## config.mk

```make
export PLATFORM = sky130hd
export DESIGN_NAME = dma_chan_ctl
export DESIGN_NICKNAME = d
export VERILOG_FILES = /design/src/rtl/dma_ctl_pkg.sv /design/src/rtl/dma_ctl_regs.sv /design/src/rtl/dma_ctl_launch.sv /design/src/rtl/dma_chan_ctl.sv
export SDC_FILE = /design/constraint.sdc
export NUM_CORES = 1
export LEC_CHECK = 0
export BUFFER_PORTS_ARGS = -buffer_cell sky130_fd_sc_hd__buf_4
export CAP_MARGIN = 20
export CORE_UTILIZATION = 55
export DETAILED_ROUTE_END_ITERATION = 12
export PLACE_DENSITY = 0.83
export SYNTH_ARGS = -nofsm -noshare
export SYNTH_HDL_FRONTEND = slang
export SYNTH_SLANG_ARGS = --single-unit
```

## constraint.sdc

```tcl
create_clock -name clk -period 2.51 [get_ports clk]
set_input_delay 0.502 -clock clk [delete_from_list [all_inputs] [get_ports clk]]
set_output_delay 0.502 -clock clk [all_outputs]
set_load 0.005 [all_outputs]
```

## src/rtl/dma_ctl_pkg.sv

```systemverilog
package dma_ctl_pkg;
  localparam int REG_AW = 2;

  typedef enum logic [REG_AW-1:0] {
    RA_MODE = 2'd0,
    RA_PHI  = 2'd1,
    RA_PLO  = 2'd2,
    RA_STAT = 2'd3
  } reg_addr_e;

  localparam int MODE_W = 5;

  // bit 4 .. bit 0
  typedef struct packed {
    logic sws;
    logic ext;
    logic direct;
    logic halt;
    logic go;
  } mode_t;

  typedef enum logic {ST_IDLE = 1'b0, ST_RUN = 1'b1} run_state_e;
endpackage

```

## src/rtl/dma_ctl_regs.sv

```systemverilog
module dma_ctl_regs
  import dma_ctl_pkg::*;
#(
  parameter int DATA_W = 32,
  parameter int PTR_W  = 36
) (
  input  logic              clk,
  input  logic              rst,
  input  logic              wr_en,
  input  logic [REG_AW-1:0] wr_addr,
  input  logic [DATA_W-1:0] wr_data,
  input  logic [REG_AW-1:0] rd_addr,
  input  logic              busy,
  output mode_t             mode_o,
  output logic [PTR_W-1:0]  ptr_next,
  output logic              start_evt,
  output logic              abort_evt,
  output logic [DATA_W-1:0] rd_data
);
  localparam int HI_W = PTR_W - DATA_W;

  mode_t             mode_q;
  logic [HI_W-1:0]   hi_q;
  logic [DATA_W-1:0] lo_q;
  mode_t             new_mode;
  logic              wr_mode, wr_hi, wr_lo, auto_go;

  always_comb begin
    wr_mode   = wr_en && (wr_addr == RA_MODE);
    wr_hi     = wr_en && (wr_addr == RA_PHI);
    wr_lo     = wr_en && (wr_addr == RA_PLO);
    new_mode  = mode_t'(wr_data[MODE_W-1:0]);
    auto_go   = wr_lo && mode_q.sws && mode_q.ext;
    start_evt = (wr_mode && new_mode.go && !mode_q.go) || auto_go;
    abort_evt = wr_mode && new_mode.halt && !mode_q.halt;
    ptr_next  = {hi_q, (wr_lo ? wr_data : lo_q)};
  end

  always_ff @(posedge clk) begin
    if (rst) begin
      mode_q <= '0;
      hi_q   <= '0;
      lo_q   <= '0;
    end else begin
      if (wr_mode)
        mode_q <= new_mode;
      else if (auto_go)
        mode_q.go <= 1'b1;
      if (wr_hi) hi_q <= wr_data[HI_W-1:0];
      if (wr_lo) lo_q <= wr_data;
    end
  end

  always_ff @(posedge clk) begin
    if (rst) begin
      rd_data <= '0;
    end else begin
      case (rd_addr)
        RA_MODE: rd_data <= {{(DATA_W-MODE_W){1'b0}}, mode_q};
        RA_PHI:  rd_data <= {{(DATA_W-HI_W){1'b0}}, hi_q};
        RA_PLO:  rd_data <= lo_q;
        default: rd_data <= {{(DATA_W-1){1'b0}}, busy};
      endcase
    end
  end

  assign mode_o = mode_q;
endmodule

```

## src/rtl/dma_ctl_launch.sv

```systemverilog
module dma_ctl_launch
  import dma_ctl_pkg::*;
#(
  parameter int PTR_W = 36
) (
  input  logic             clk,
  input  logic             rst,
  input  logic             start_evt,
  input  logic             abort_evt,
  input  logic             eng_done,
  input  logic             eng_err,
  input  logic [PTR_W-1:0] ptr_next,
  output logic             busy,
  output logic             start_pulse,
  output logic             abort_pulse,
  output logic             done_pulse,
  output logic [PTR_W-1:0] launch_ptr
);
  run_state_e state_q;

  always_ff @(posedge clk) begin
    if (rst) begin
      state_q     <= ST_IDLE;
      start_pulse <= 1'b0;
      abort_pulse <= 1'b0;
      done_pulse  <= 1'b0;
      launch_ptr  <= '0;
    end else begin
      start_pulse <= 1'b0;
      abort_pulse <= 1'b0;
      done_pulse  <= 1'b0;
      case (state_q)
        ST_IDLE: begin
          if (start_evt) begin
            state_q     <= ST_RUN;
            start_pulse <= 1'b1;
            launch_ptr  <= ptr_next;
          end
        end
        default: begin
          if (abort_evt) begin
            state_q     <= ST_IDLE;
            abort_pulse <= 1'b1;
            done_pulse  <= 1'b1;
          end else if (eng_done || eng_err) begin
            state_q    <= ST_IDLE;
            done_pulse <= 1'b1;
          end
        end
      endcase
    end
  end

  assign busy = (state_q == ST_RUN);
endmodule

```

## src/rtl/dma_chan_ctl.sv

```systemverilog
module dma_chan_ctl
  import dma_ctl_pkg::*;
#(
  parameter int DATA_W = 32,
  parameter int PTR_W  = 36
) (
  input  logic              clk,
  input  logic              rst,
  input  logic              wr_en,
  input  logic [1:0]        wr_addr,
  input  logic [DATA_W-1:0] wr_data,
  input  logic [1:0]        rd_addr,
  output logic [DATA_W-1:0] rd_data,
  input  logic              eng_done,
  input  logic              eng_err,
  output logic              start_pulse,
  output logic              abort_pulse,
  output logic              done_pulse,
  output logic              busy,
  output logic [PTR_W-1:0]  desc_ptr,
  output logic              direct_mode,
  output logic              ext_mode
);
  mode_t            mode_w;
  logic [PTR_W-1:0] ptr_next_w;
  logic             start_evt_w, abort_evt_w, busy_w;

  dma_ctl_regs #(.DATA_W(DATA_W), .PTR_W(PTR_W)) u_regs (
    .clk       (clk),
    .rst       (rst),
    .wr_en     (wr_en),
    .wr_addr   (wr_addr),
    .wr_data   (wr_data),
    .rd_addr   (rd_addr),
    .busy      (busy_w),
    .mode_o    (mode_w),
    .ptr_next  (ptr_next_w),
    .start_evt (start_evt_w),
    .abort_evt (abort_evt_w),
    .rd_data   (rd_data)
  );

  dma_ctl_launch #(.PTR_W(PTR_W)) u_launch (
    .clk         (clk),
    .rst         (rst),
    .start_evt   (start_evt_w),
    .abort_evt   (abort_evt_w),
    .eng_done    (eng_done),
    .eng_err     (eng_err),
    .ptr_next    (ptr_next_w),
    .busy        (busy_w),
    .start_pulse (start_pulse),
    .abort_pulse (abort_pulse),
    .done_pulse  (done_pulse),
    .launch_ptr  (desc_ptr)
  );

  assign busy        = busy_w;
  assign direct_mode = mode_w.direct;
  assign ext_mode    = mode_w.ext;
endmodule

```

# After elaboration in Yosys (flattened, before gate mapping)
# Index checks and enable logic that the tools add are counted.
[classes]
mux = 11
eq_ne = 4
reduce_logical = 19
n_bitwise = 1
[ops]
columns = ["op", "count"]
rows = [
  ["32-bit one-hot mux with 3 select lines", 1],
  ["32-bit two-way mux", 1],
  ["1-bit logical AND", 9],
  ["1-bit two-way mux", 9],
  ["2-bit by 1-bit == test with 1-bit output, second input constant", 2],
  ["2-bit == test, second input constant", 2],
  ["2-bit logical NOT", 2],
  ["2-bit OR reduction", 2],
  ["1-bit logical NOT", 2],
  ["1-bit logical OR", 2],
  ["2-bit AND reduction", 1],
  ["2-bit nonzero test", 1],
  ["1-bit inverter", 1],
]
[word_totals]
regBits = 113
in_bits = 41

# Depth between registers and ports, before layout
# Gate-level depths: netlist (run 1).
[logic_depth]
word_depth = 7
mapped_depth = 6
mapped_depth_nobuf = 3

# By module
# A second synthesis (run 1) with hierarchy kept.
[unflattened]
cells_unflattened = 385
hier_area_um2 = 3993.8
[by_module_without_submodules]
columns = ["mod", "seq_area_each_um2", "cells_each", "area_per_inst_um2", "n_inst"]
rows = [
  ["dma_ctl_regs", 1461.4, 217, 2571.2, 1],
  ["dma_ctl_launch", 800.8, 168, 1422.6, 1],
]

# Least setup slack after synthesis (run 1)
# No wires, ideal clock.
[synth_timing]
kind = "input to register"
start = "input port wr_addr[1]"
end = "register u_launch.launch_ptr[10]"
required_time_ns = 2.437
cell_stages = 6
path_buffers = 3
setup_slack_ns = 0.780
arrival_time_ns = 1.657
cell_sequence = "or3b_1 -> buf_2 -> a211o_1 -> buf_6 -> buf_6 -> o211ai_2"
[synth_via]
elab_chain_cells = 6
word_cells_on_any_way = 11
cone_classes = "eq/ne (1); mux (1); reduce/logical (9)"
[synth_lines]
columns = ["item", "line_no", "text"]
rows = [
  ["start, declared", "dma_chan_ctl.sv:10", "input logic [1:0] wr_addr,"],
  ["2-bit == test or 2-bit logical NOT (tied branches)", "dma_ctl_regs.sv:31, dma_ctl_regs.sv:29", ""],
  ["1-bit logical AND (on tied branches)", "dma_ctl_regs.sv:31, dma_ctl_regs.sv:29", ""],
  ["1-bit logical AND (on tied branches) (2 in a row)", "dma_ctl_regs.sv:33, dma_ctl_regs.sv:34", ""],
  ["1-bit logical OR", "dma_ctl_regs.sv:34", "start_evt = (wr_mode && new_mode.go && !mode_q.go) || auto_go;"],
  ["2-bit AND reduction (no line)", "n/a", ""],
  ["end signal, assigned", "dma_ctl_launch.sv:37", "launch_ptr <= ptr_next;"],
  ["end, declared", "dma_ctl_launch.sv:17", "output logic [PTR_W-1:0] launch_ptr"],
]
# Parallel ways exist; a longest one is shown, timed or not.
# A chain may end at the register's enable or synchronous reset.

# Final worst setup path (run 1)
[layout_timing]
start = "register u_launch.state_q (netlist: u_launch.busy)"
end = "register u_launch.launch_ptr[2]"
[layout_via]
elab_chain_cells = 2
[layout_lines]
columns = ["item", "line_no", "text"]
rows = [
  ["start, declared", "dma_ctl_launch.sv:19", "run_state_e state_q;"],
  ["start signal, assigned", "dma_ctl_launch.sv:23", "state_q <= ST_IDLE;"],
  ["start signal, assigned", "dma_ctl_launch.sv:35", "state_q <= ST_RUN;"],
  ["start signal, assigned", "dma_ctl_launch.sv:42", "state_q <= ST_IDLE;"],
  ["1-bit inverter (no line)", "n/a", ""],
  ["2-bit AND reduction (no line)", "n/a", ""],
]
# Every way passes these cells.

==> results.py, run 1 <==
metrics = {
    "timing": {
        "finClkSkew_ns": 0.01006,
        "hold_viol": 0,
        "rsz0062_at_grt": "no",
        "finalSetupViolCount": 0,
        "period_share_pct": 74.83,
        "slew_violations": 0,
        "tightest_slew_ns": 0.9246,
        "whs_ns": 0.1919,
        "finalSetupTns_ns": 0,
        "finalWorstPathRequiredPeriod_ns": 1.878,
        "fmax_mhz": 532.4,
        "relSlewSlack_pct": 38.36,
    },
    "floorplanning": {
        "die_w_um": 90.85,
        "core-area_um2": 7687,
        "initial_core_util_pct": 56.48,
        "die_area_um2": 8253,
        "io_pins": 115,
        "core.rowCount": 32,
        "fp.dieH_um": 90.85,
    },
    "placed_design": {
        "port_buffers": 114,
        "globalplace.congestion": 0.8939,
        "dp_cells": 623,
        "dpl.hpwl_um": 6449,
    },
    "critical_path": {
        "reg2reg_depth": 3,
        "reg2reg_to": "u_launch.launch_ptr[2]",
        "end_kind": "register",
        "worst_r2r_startpoint": "u_launch.busy",
        "crit_chain": "or3b_1 > a211o_2 > o211ai_1",
        "start_kind": "register",
        "critPathArrivalTime_ns": 2.28,
        "max_stage_delay_ns": 0.67,
        "cp_slowest_cell": "a211o_2",
        "required_ns": 2.92,
        "regToRegSetupSlack_ns": 0.63,
        "crit_fanout": 34,
        "crit_type": "register to register",
    },
    "global_route": {
        "grt_usage_pct": 25.68,
        "grt-ovfl-total": 0,
        "grt_pass1_vias": 3408,
        "grt_max_degree": 37,
        "antenna_found_initial": 0,
        "grt_first_pass_wirelength_um": 16630,
    },
    "clock_network": {
        "cts-root-buf": "clkbuf_8",
        "clock-sinks": 113,
        "cts_buffers": 17,
        "cts_hold_buf": 0,
        "clk_pin_slew_ns": 0.05,
        "cts_tree": "built",
        "clockBufferDepth": 2,
        "ctsHtreeMaxLevel": 4,
        "clk_latency_ns": 0.50,
        "cts_resized": 0,
        "postCtsSetupBuffers": 0,
    },
    "cells_and_area": {
        "register_area_um2": 2262,
        "layout_common_cells": "buf_4 (121), dfxtp_1 (113), mux2i_1 (48), nand2_1 (45), nor2_1 (40)",
        "synthToLayoutAreaGrowth_pct": 34.41,
        "nFillCells": 552,
        "instances_no_fill": 654,
        "drive_above_1_share_pct": 33.15,
        "antenna_cells": 0,
        "multiInputGateArea_um2": 1918,
        "layout_commonest_cell": "buf_4",
        "final_nets": 581,
    },
    "routing": {
        "route.vias.total": 3478,
        "wire_per_inst_um": 15.46,
        "drc": 0,
        "wirelength_um": 10110,
        "firstDrtPassIters": 4,
        "drtIter0Drc": 144,
        "routed_via_density": 5.318,
        "ant_nets": 0,
    },
    "hold_path": {
        "hold_path.class": "input port to register",
        "hold_path_end": "u_launch.busy",
        "hp-start": "eng_done",
        "whs_path_depth": 2,
    },
    "run_status": {
        "status": "complete, no violations",
    },
    "synth": {
        "yosys_warnings": 0,
        "yosysUniqueCellTypes": 29,
        "syn_avg_cell_area_um2": 10.07,
        "syn_area_um2": 4342,
        "synthCells": 431,
        "ys_seq_area_share_pct": 52.10,
        "synth-seq-cells": 113,
        "syn_nets": 472,
    },
    "job": {
        "timing.max_cap.violations": 0,
    },
    "power_and_ir_drop": {
        "p_total_uw": 4486,
        "p_per_area_nw_per_um2": 768.7,
        "p_leak_uw": 0.002758,
        "vdd_drop_max_v": 0.0005811,
    },
}
metrics by stage:
| step | utilization [%] | worst slack [ns] | cell area (µm²) |
|---|---|---|---|
| finish | 75.91 | 0.6319 | 5836 |
| floorplan | - | 0.7801 | 4342 |
| global route | 75.91 | 0.5510 | 5836 |
| CTS | 75.91 | 0.6458 | 5836 |
| detailed placement | 68.26 | 0.3823 | 5248 |
| global placement | 68.26 | 0.4418 | 5248 |
report_power, final:
part	total, µW	switching [µW]	internal (µW)
Combinational	256	136	120
Sequential	1860	21.2	1840
Clock	2370	765	1610
Total	4490	922	3560
layer usage:
| metal | part of all wire (%) | track usage (%) |
|---|---|---|
| met1 | 42 | 30.63 |
| met2 | 52 | 43.94 |
| met3 | 5.4 | 6.902 |
| met4 | 1.3 | 9.921 |
| met5 | 0 | 0 |
cell usage after synthesis:
cell	number	area share, %
or2_2	3	0.43
buf_2	5	0.58
and3_1	1	0.14
and3b_1	1	0.20
and2_1	28	4.0
o41ai_1	1	0.20
nor3_1	1	0.12
o211ai_1	4	0.69
mux2i_1	48	11
nand2b_1	1	0.14
nand3b_1	2	0.35
a21oi_1	6	0.69
dfxtp_1	113	52
o211ai_2	28	8.1
nor2_1	40	3.5
a211o_1	1	0.20
buf_1	3	0.26
o21a_1	1	0.17
clkbuf_1	20	1.7
mux4_2	1	0.52
nor2b_1	33	4.8
buf_6	4	1.0
nor3b_1	1	0.17
nand2_1	45	3.9
nand3_1	33	3.8
nor3b_2	1	0.29
o311a_1	1	0.23
or3b_1	2	0.40
inv_1	3	0.26
critical path: cells and delay by family, from the launching register on:
family,cells,cell delay [ns]
DFF,1,0.37
AOI/OAI and AO/OA,2,0.98
and+or+nand+nor,1,0.43
registers in the layout, summed over array words and instances (netlist names):
signal and flops:
u_launch.abort_pulse 1, u_launch.busy 1, u_launch.done_pulse 1, u_launch.launch_ptr 36, u_launch.start_pulse 1, u_regs.hi_q 4, u_regs.lo_q 32, u_regs.mode_o 5
u_regs.rd_data 32
final cells by class:
class                           count  share of cell area (%)
Clock inverter                      5                   1.715
Timing Repair Buffer              122                   15.91
Multi-Input combinational cell    283                   32.87
Sequential cell                   113                   38.76
Clock buffer                       26                   8.362
Tap cell                          102                   2.187
Inverter                            3                  0.1930
how the worst max path moves through the flow:
stage | start | to | slack [ns] | depth (start not counted)
6_report | u_launch.busy | u_launch.launch_ptr[2] | 0.63 | 3
5_1_grt | u_launch.busy | u_launch.launch_ptr[3] | 0.55 | 3
4_1_cts | u_launch.busy | u_launch.launch_ptr[3] | 0.65 | 3
3_5_place_dp | wr_addr[0] | u_launch.launch_ptr[0] | 0.38 | 4
3_3_place_gp | wr_addr[0] | u_launch.launch_ptr[1] | 0.44 | 4
2_1_floorplan | wr_addr[1] | u_launch.launch_ptr[10] | 0.78 | 6
logic make-up after synthesis:
group	count (synthesis)	share of synthesized area [%]
simple gates	192	22.19
flops	113	52.10
mux	49	11.58
compound gates	42	10.26
buf+inv	35	3.861
(Power assumes the default switching activity.)
==> inputs of run 2 (changes only) <==
--- a/config.mk
+++ b/config.mk
@@ -7,9 +7,9 @@
 export LEC_CHECK = 0
 export BUFFER_PORTS_ARGS = -buffer_cell sky130_fd_sc_hd__buf_4
 export CAP_MARGIN = 20
-export CORE_UTILIZATION = 55
+export CORE_UTILIZATION = 52
 export DETAILED_ROUTE_END_ITERATION = 12
-export PLACE_DENSITY = 0.83
+export PLACE_DENSITY = 0.79
 export SYNTH_ARGS = -nofsm -noshare
 export SYNTH_HDL_FRONTEND = slang
 export SYNTH_SLANG_ARGS = --single-unit
==> constraint.sdc (replaced) <==
create_clock -name clk -period 1.8 [get_ports clk]
set_input_delay 0.36 -clock clk [delete_from_list [all_inputs] [get_ports clk]]
set_output_delay 0.36 -clock clk [all_outputs]
set_load 0.005 [all_outputs]
==> results.py, run 2 (synthesis gave the netlist of run 1 again) <==
metrics = {
    "run_status": {
        "status": "complete, no violations",
    },
    "critical_path": {
        "end_kind": "register",
        "required_ns": 2.23,
        "crit_fanout": 34,
        "critPathArrivalTime_ns": 2.04,
        "start_kind": "register",
        "crit_type": "register to register",
    },
    "global_route": {
        "grt_first_pass_wirelength_um": 16520,
        "grt_pass1_vias": 3447,
        "grt_usage_pct": 25.00,
        "grt_max_degree": 61,
        "grt-ovfl-total": 0,
        "antenna_found_initial": 0,
    },
    "timing": {
        "finalSetupViolCount": 0,
        "fmax_mhz": 622.5,
        "finalWorstPathRequiredPeriod_ns": 1.606,
        "finalSetupTns_ns": 0,
        "rsz0062_at_grt": "no",
        "relSlewSlack_pct": 61.19,
        "period_share_pct": 89.24,
        "tightest_slew_ns": 0.5796,
        "slew_violations": 0,
        "hold_viol": 0,
        "finClkSkew_ns": 0.004742,
    },
    "routing": {
        "drc": 0,
        "routed_via_density": 5.258,
        "route.vias.total": 3465,
        "ant_nets": 0,
        "wire_per_inst_um": 15.66,
        "wirelength_um": 10320,
        "firstDrtPassIters": 5,
        "drtIter0Drc": 185,
    },
    "job": {
        "timing.max_cap.violations": 0,
    },
    "clock_network": {
        "clockBufferDepth": 2,
        "cts_buffers": 17,
        "postCtsSetupBuffers": 0,
        "cts_tree": "built",
        "clk_pin_slew_ns": 0.05,
        "cts_resized": 0,
        "ctsHtreeMaxLevel": 4,
        "cts_hold_buf": 0,
        "clock-sinks": 113,
        "clk_latency_ns": 0.51,
        "cts-root-buf": "clkbuf_8",
    },
    "placed_design": {
        "dpl.hpwl_um": 6713,
        "port_buffers": 114,
        "globalplace.congestion": 0.8330,
    },
    "cells_and_area": {
        "antenna_cells": 0,
        "largest_reg_flops": 36,
        "top_register": "u_launch.launch_ptr",
        "final_nets": 585,
        "synthToLayoutAreaGrowth_pct": 37.03,
        "layout_commonest_cell": "buf_4",
        "layout_common_cells": "buf_4 (122), dfxtp_1 (113), mux2i_1 (48), nand2_1 (45), nor2_1 (40)",
        "drive_above_1_share_pct": 34.65,
        "top_regs": "u_launch.launch_ptr (36), u_regs.lo_q (32), u_regs.rd_data (32)",
    },
    "floorplanning": {
        "die_w_um": 93.38,
        "initial_core_util_pct": 55.04,
        "io_pins": 115,
        "core.rowCount": 32,
        "fp.dieH_um": 93.38,
        "core-area_um2": 7888,
        "die_area_um2": 8719,
    },
    "power_and_ir_drop": {
        "p_total_uw": 6494,
        "vdd_drop_max_v": 0.0006086,
        "p_per_area_nw_per_um2": 1091,
        "p_leak_uw": 0.002808,
    },
    "hold_path": {
        "hold_path.class": "input port to register",
    },
}
run 2: cell types whose count changed in the layout (fill, tap and decap cells not counted), sizes merged:
cell      delta
clkbuf       -6
buf          +4
clkinvlp     +3
inv          +2
bufinv       +1
clkinv       +1
run 2: worst paths after layout:
kind	startpoint	end	slack (ns)	cells past startpoint
setup / recovery	u_launch.busy	u_launch.launch_ptr[2]	0.19	4
hold / removal	eng_err	u_launch.busy	0.05	2
setup reg to reg	u_launch.busy	u_launch.launch_ptr[2]	0.19	4
hold reg to reg	u_regs.lo_q[28]	u_regs.rd_data[28]	0.45	1
run 2: critical path, stage by stage, from the launching register on:
cell and delay (ns):
dfxtp_1 0.36, or3b_1 0.42, a211o_2 0.35, buf_12 0.19, o211ai_1 0.17
run 2: final cells by class:
| class | count | area, µm² |
|---|---|---|
| Clock buffer | 20 | 455.4 |
| Clock inverter | 12 | 178.9 |
| Fill cell | 555 | 1938 |
| Inverter | 3 | 11.26 |
| Multi-Input combinational cell | 283 | 1918 |
| Sequential cell | 113 | 2262 |
| Tap cell | 102 | 127.6 |
| Timing Repair Buffer | 126 | 996.0 |
run 2: power breakdown:
part / switching, µW / internal [µW] / leakage (µW)
Clock: 1180 / 2360 / 0.000304
Sequential: 30.3 / 2560 / 0.000914
Combinational: 193 / 175 / 0.00159
run 2: through the flow:
step / util [%] / hold WS (ns) / instances / setup WS [ns] / area, µm²
after detailed placement: 67.39 / 0.4380 / 627 / 0.06707 / 5315
after global placement: 67.39 / 0.4347 / 627 / 0.1040 / 5315
final: 75.43 / 0.04788 / 659 / 0.1936 / 5949
after global routing: 75.43 / 0.02250 / 659 / 0.1444 / 5949
after CTS: 75.43 / 0.03265 / 659 / 0.2073 / 5949
after floorplan: - / 0.4295 / 431 / 0.2121 / 4342
run 2: layer usage:
layer,wire length (µm),vias up,GRT usage [%]
met1,4441,1654,29.25
met2,5191,107,42.40
met5,0,-,0
li1,-,1685,-
met4,199,0,10.64
met3,485,19,7.480
==> inputs of run 3 (changes only) <==
--- a/config.mk
+++ b/config.mk
@@ -5,6 +5,7 @@
 export SDC_FILE = /design/constraint.sdc
 export NUM_CORES = 1
 export LEC_CHECK = 0
+export ABC_AREA = 1
 export BUFFER_PORTS_ARGS = -buffer_cell sky130_fd_sc_hd__buf_4
 export CAP_MARGIN = 20
 export CORE_UTILIZATION = 52
==> results.py, run 3 <==
metrics = {
    "routing": {
        "firstDrtPassIters": 6,
        "route.vias.total": 4233,
        "ant_nets": 0,
        "drc": 0,
        "wire_per_inst_um": 13.71,
        "drtIter0Drc": 218,
        "wirelength_um": 11250,
        "routed_via_density": 5.156,
    },
    "power_and_ir_drop": {
        "clock_power_share_pct": 51.3,
        "p_leak_uw": 0.002885,
        "seqPwrFrac_pct": 40.4,
        "swShare_pct": 22.46,
        "vdd_drop_max_v": 0.0007477,
        "p_sw_uw": 1464,
        "pwr-share-comb_pct": 8.3,
        "p_per_area_nw_per_um2": 1100,
        "p_int_uw": 5054,
    },
    "synth": {
        "yosysUniqueCellTypes": 20,
        "yosys_warnings": 0,
        "ys_seq_area_share_pct": 51.89,
        "synth-seq-cells": 113,
        "yosysTopAreaCell": "dfxtp_1",
        "syn_avg_cell_area_um2": 7.277,
        "synth_edf_count": 0,
        "synthFlopType": "dfxtp_1",
        "synth.top_cell.area_share_pct": 51.89,
        "ys_top_cells_by_area": "dfxtp_1 (52%), nand2_1 (10%), nand3_1 (8.6%), inv_1 (7.1%), nor2_1 (6.5%)",
        "syn_nets": 640,
        "syn_area_um2": 4359,
        "yosysMostFrequentCell": "nand2_1",
        "ys_async_sr_fraction_pct": 0,
        "synthCells": 599,
        "ys_top_cells_by_count": "nand2_1 (116), dfxtp_1 (113), inv_1 (83), nand3_1 (75), nor2_1 (75)",
    },
    "global_route": {
        "grt_first_pass_wirelength_um": 18020,
        "grt_usage_pct": 26.76,
        "grt_pass1_vias": 3892,
        "grt_max_degree": 75,
        "antenna_found_initial": 0,
        "grt-ovfl-total": 0,
    },
    "floorplanning": {
        "initial_core_util_pct": 53.32,
        "fp.dieH_um": 93.56,
        "die_area_um2": 8753,
        "io_pins": 115,
        "die_w_um": 93.56,
        "core-area_um2": 8175,
        "core.rowCount": 33,
    },
    "placed_design": {
        "dpl.hpwl_um": 7132,
        "dp_cells": 790,
        "port_buffers": 114,
        "placed_area_um2": 5323,
        "globalplace.congestion": 0.8523,
    },
    "critical_path": {
        "crit_top_cell": "nand2_1",
        "cp_slowest_cell": "dfxtp_1",
        "critPathArrivalTime_ns": 1.82,
        "end_kind": "register",
        "cp_top_family": "simple AND/OR/NAND/NOR gates",
        "critPathBufInv": 2,
        "required_ns": 2.19,
        "crit_chain": "nand2_1 > inv_1 > nand3_2 > nand2_2 > buf_12 > nand3_1 > nand2_1 > nor2_1",
        "crit_type": "register to register",
        "crit_fanout": 22,
        "start_kind": "register",
        "max_stage_delay_ns": 0.38,
    },
    "timing": {
        "rsz0062_at_grt": "no",
        "finalWorstPathRequiredPeriod_ns": 1.429,
        "finalSetupViolCount": 0,
        "whs_ns": 0.1291,
        "fmax_mhz": 700.0,
        "finalSetupTns_ns": 0,
        "relSlewSlack_pct": 75.07,
        "hold_viol": 0,
        "slew_violations": 0,
        "tightest_slew_ns": 0.3740,
        "finClkSkew_ns": 0.006126,
        "period_share_pct": 79.37,
    },
    "cells_and_area": {
        "layout_common_cells": "buf_4 (120), nand2_1 (116), dfxtp_1 (113), inv_1 (82)",
        "top_register": "u_launch.launch_ptr",
        "drive_above_1_share_pct": 22.63,
        "antenna_cells": 0,
        "instances_no_fill": 821,
        "synthToLayoutAreaGrowth_pct": 35.91,
        "top_regs": "u_launch.launch_ptr (36), u_regs.lo_q (32), u_regs.rd_data (32)",
        "final_nets": 745,
        "layout_commonest_cell": "buf_4",
        "final_util_pct": 72.47,
        "fin_area_um2": 5924,
        "largest_reg_flops": 36,
    },
    "clock_network": {
        "cts_resized": 0,
        "ctsHtreeMaxLevel": 4,
        "cts_buffers": 17,
        "clk_pin_slew_ns": 0.05,
        "clk_latency_ns": 0.51,
        "clock-sinks": 113,
        "cts-root-buf": "clkbuf_8",
        "clockBufferDepth": 2,
        "postCtsSetupBuffers": 0,
        "cts_hold_buf": 0,
        "cts_tree": "built",
    },
    "run_status": {
        "status": "complete, no violations",
    },
    "hold_path": {
        "hold_path.class": "input port to register",
    },
    "job": {
        "timing.max_cap.violations": 0,
    },
}
## run 3: cell count changes after synthesis, sizes merged, moves of 33 or more
cell	change
a21oi	+41
inv	+81
mux2i	-48
nand2	+72
nand3	+43
nor2	+36
nor2b	-33
## run 3: stage by stage
stage	power (µW)	setup slack, ns
3_5_place_dp	3212	0.2355
3_3_place_gp	3195	0.2933
5_1_grt	6742	0.2367
4_1_cts	6539	0.3889
2_1_floorplan	2981	0.4975
6_report	6518	0.3714
## run 3: final timing paths
| kind | start | endpoint | slack (ns) | cells past startpoint |
|---|---|---|---|---|
| max | u_regs.mode_o[3] | u_launch.launch_ptr[23] | 0.37 | 8 |
| min | wr_data[4] | u_regs.mode_o[4] | 0.13 | 3 |
| max reg2reg | u_regs.mode_o[3] | u_launch.launch_ptr[23] | 0.37 | 8 |
| min reg2reg | u_regs.lo_q[10] | u_regs.rd_data[10] | 0.45 | 2 |
## run 3: per-layer routing
metal	part of all wire [%]	vias to the layer above	track usage, %
met5	0	-	0
met4	1.5	0	12.05
met3	8.8	18	7.967
met2	49	187	44.67
met1	41	1948	31.64
li1	-	2080	-
## run 3: tightest hold or removal path, stage by stage
cell     delay [ns]
buf_4          0.08
inv_1          0.05
a21oi_1        0.11
## run 3: kinds of logic after synthesis
| kind of cell | synth area share, % |
|---|---|
| AO/OA/AOI/OAI | 7.262 |
| buffers and inverters | 11.65 |
| AND/OR/NAND/NOR | 29.19 |
| flip-flops | 51.89 |
## run 3: final cells by class
| type | count | area, µm² |
|---|---|---|
| Inverter | 85 | 319.1 |
| Sequential cell | 113 | 2262 |
| Tap cell | 105 | 131.4 |
| Clock inverter | 10 | 132.6 |
| Clock buffer | 21 | 469.2 |
| Timing Repair Buffer | 126 | 1021 |
| Multi-Input combinational cell | 361 | 1589 |
| Fill cell | 613 | 2251 |
## run 3: power groups by stage
stage / clock [µW] / combinational [µW] / sequential (µW)
global route: 3500 / 603 / 2640
global placement: 0 / 516 / 2680
detailed placement: 0 / 531 / 2680
finish: 3340 / 542 / 2630
CTS: 3370 / 540 / 2630
floorplan: 0 / 304 / 2680
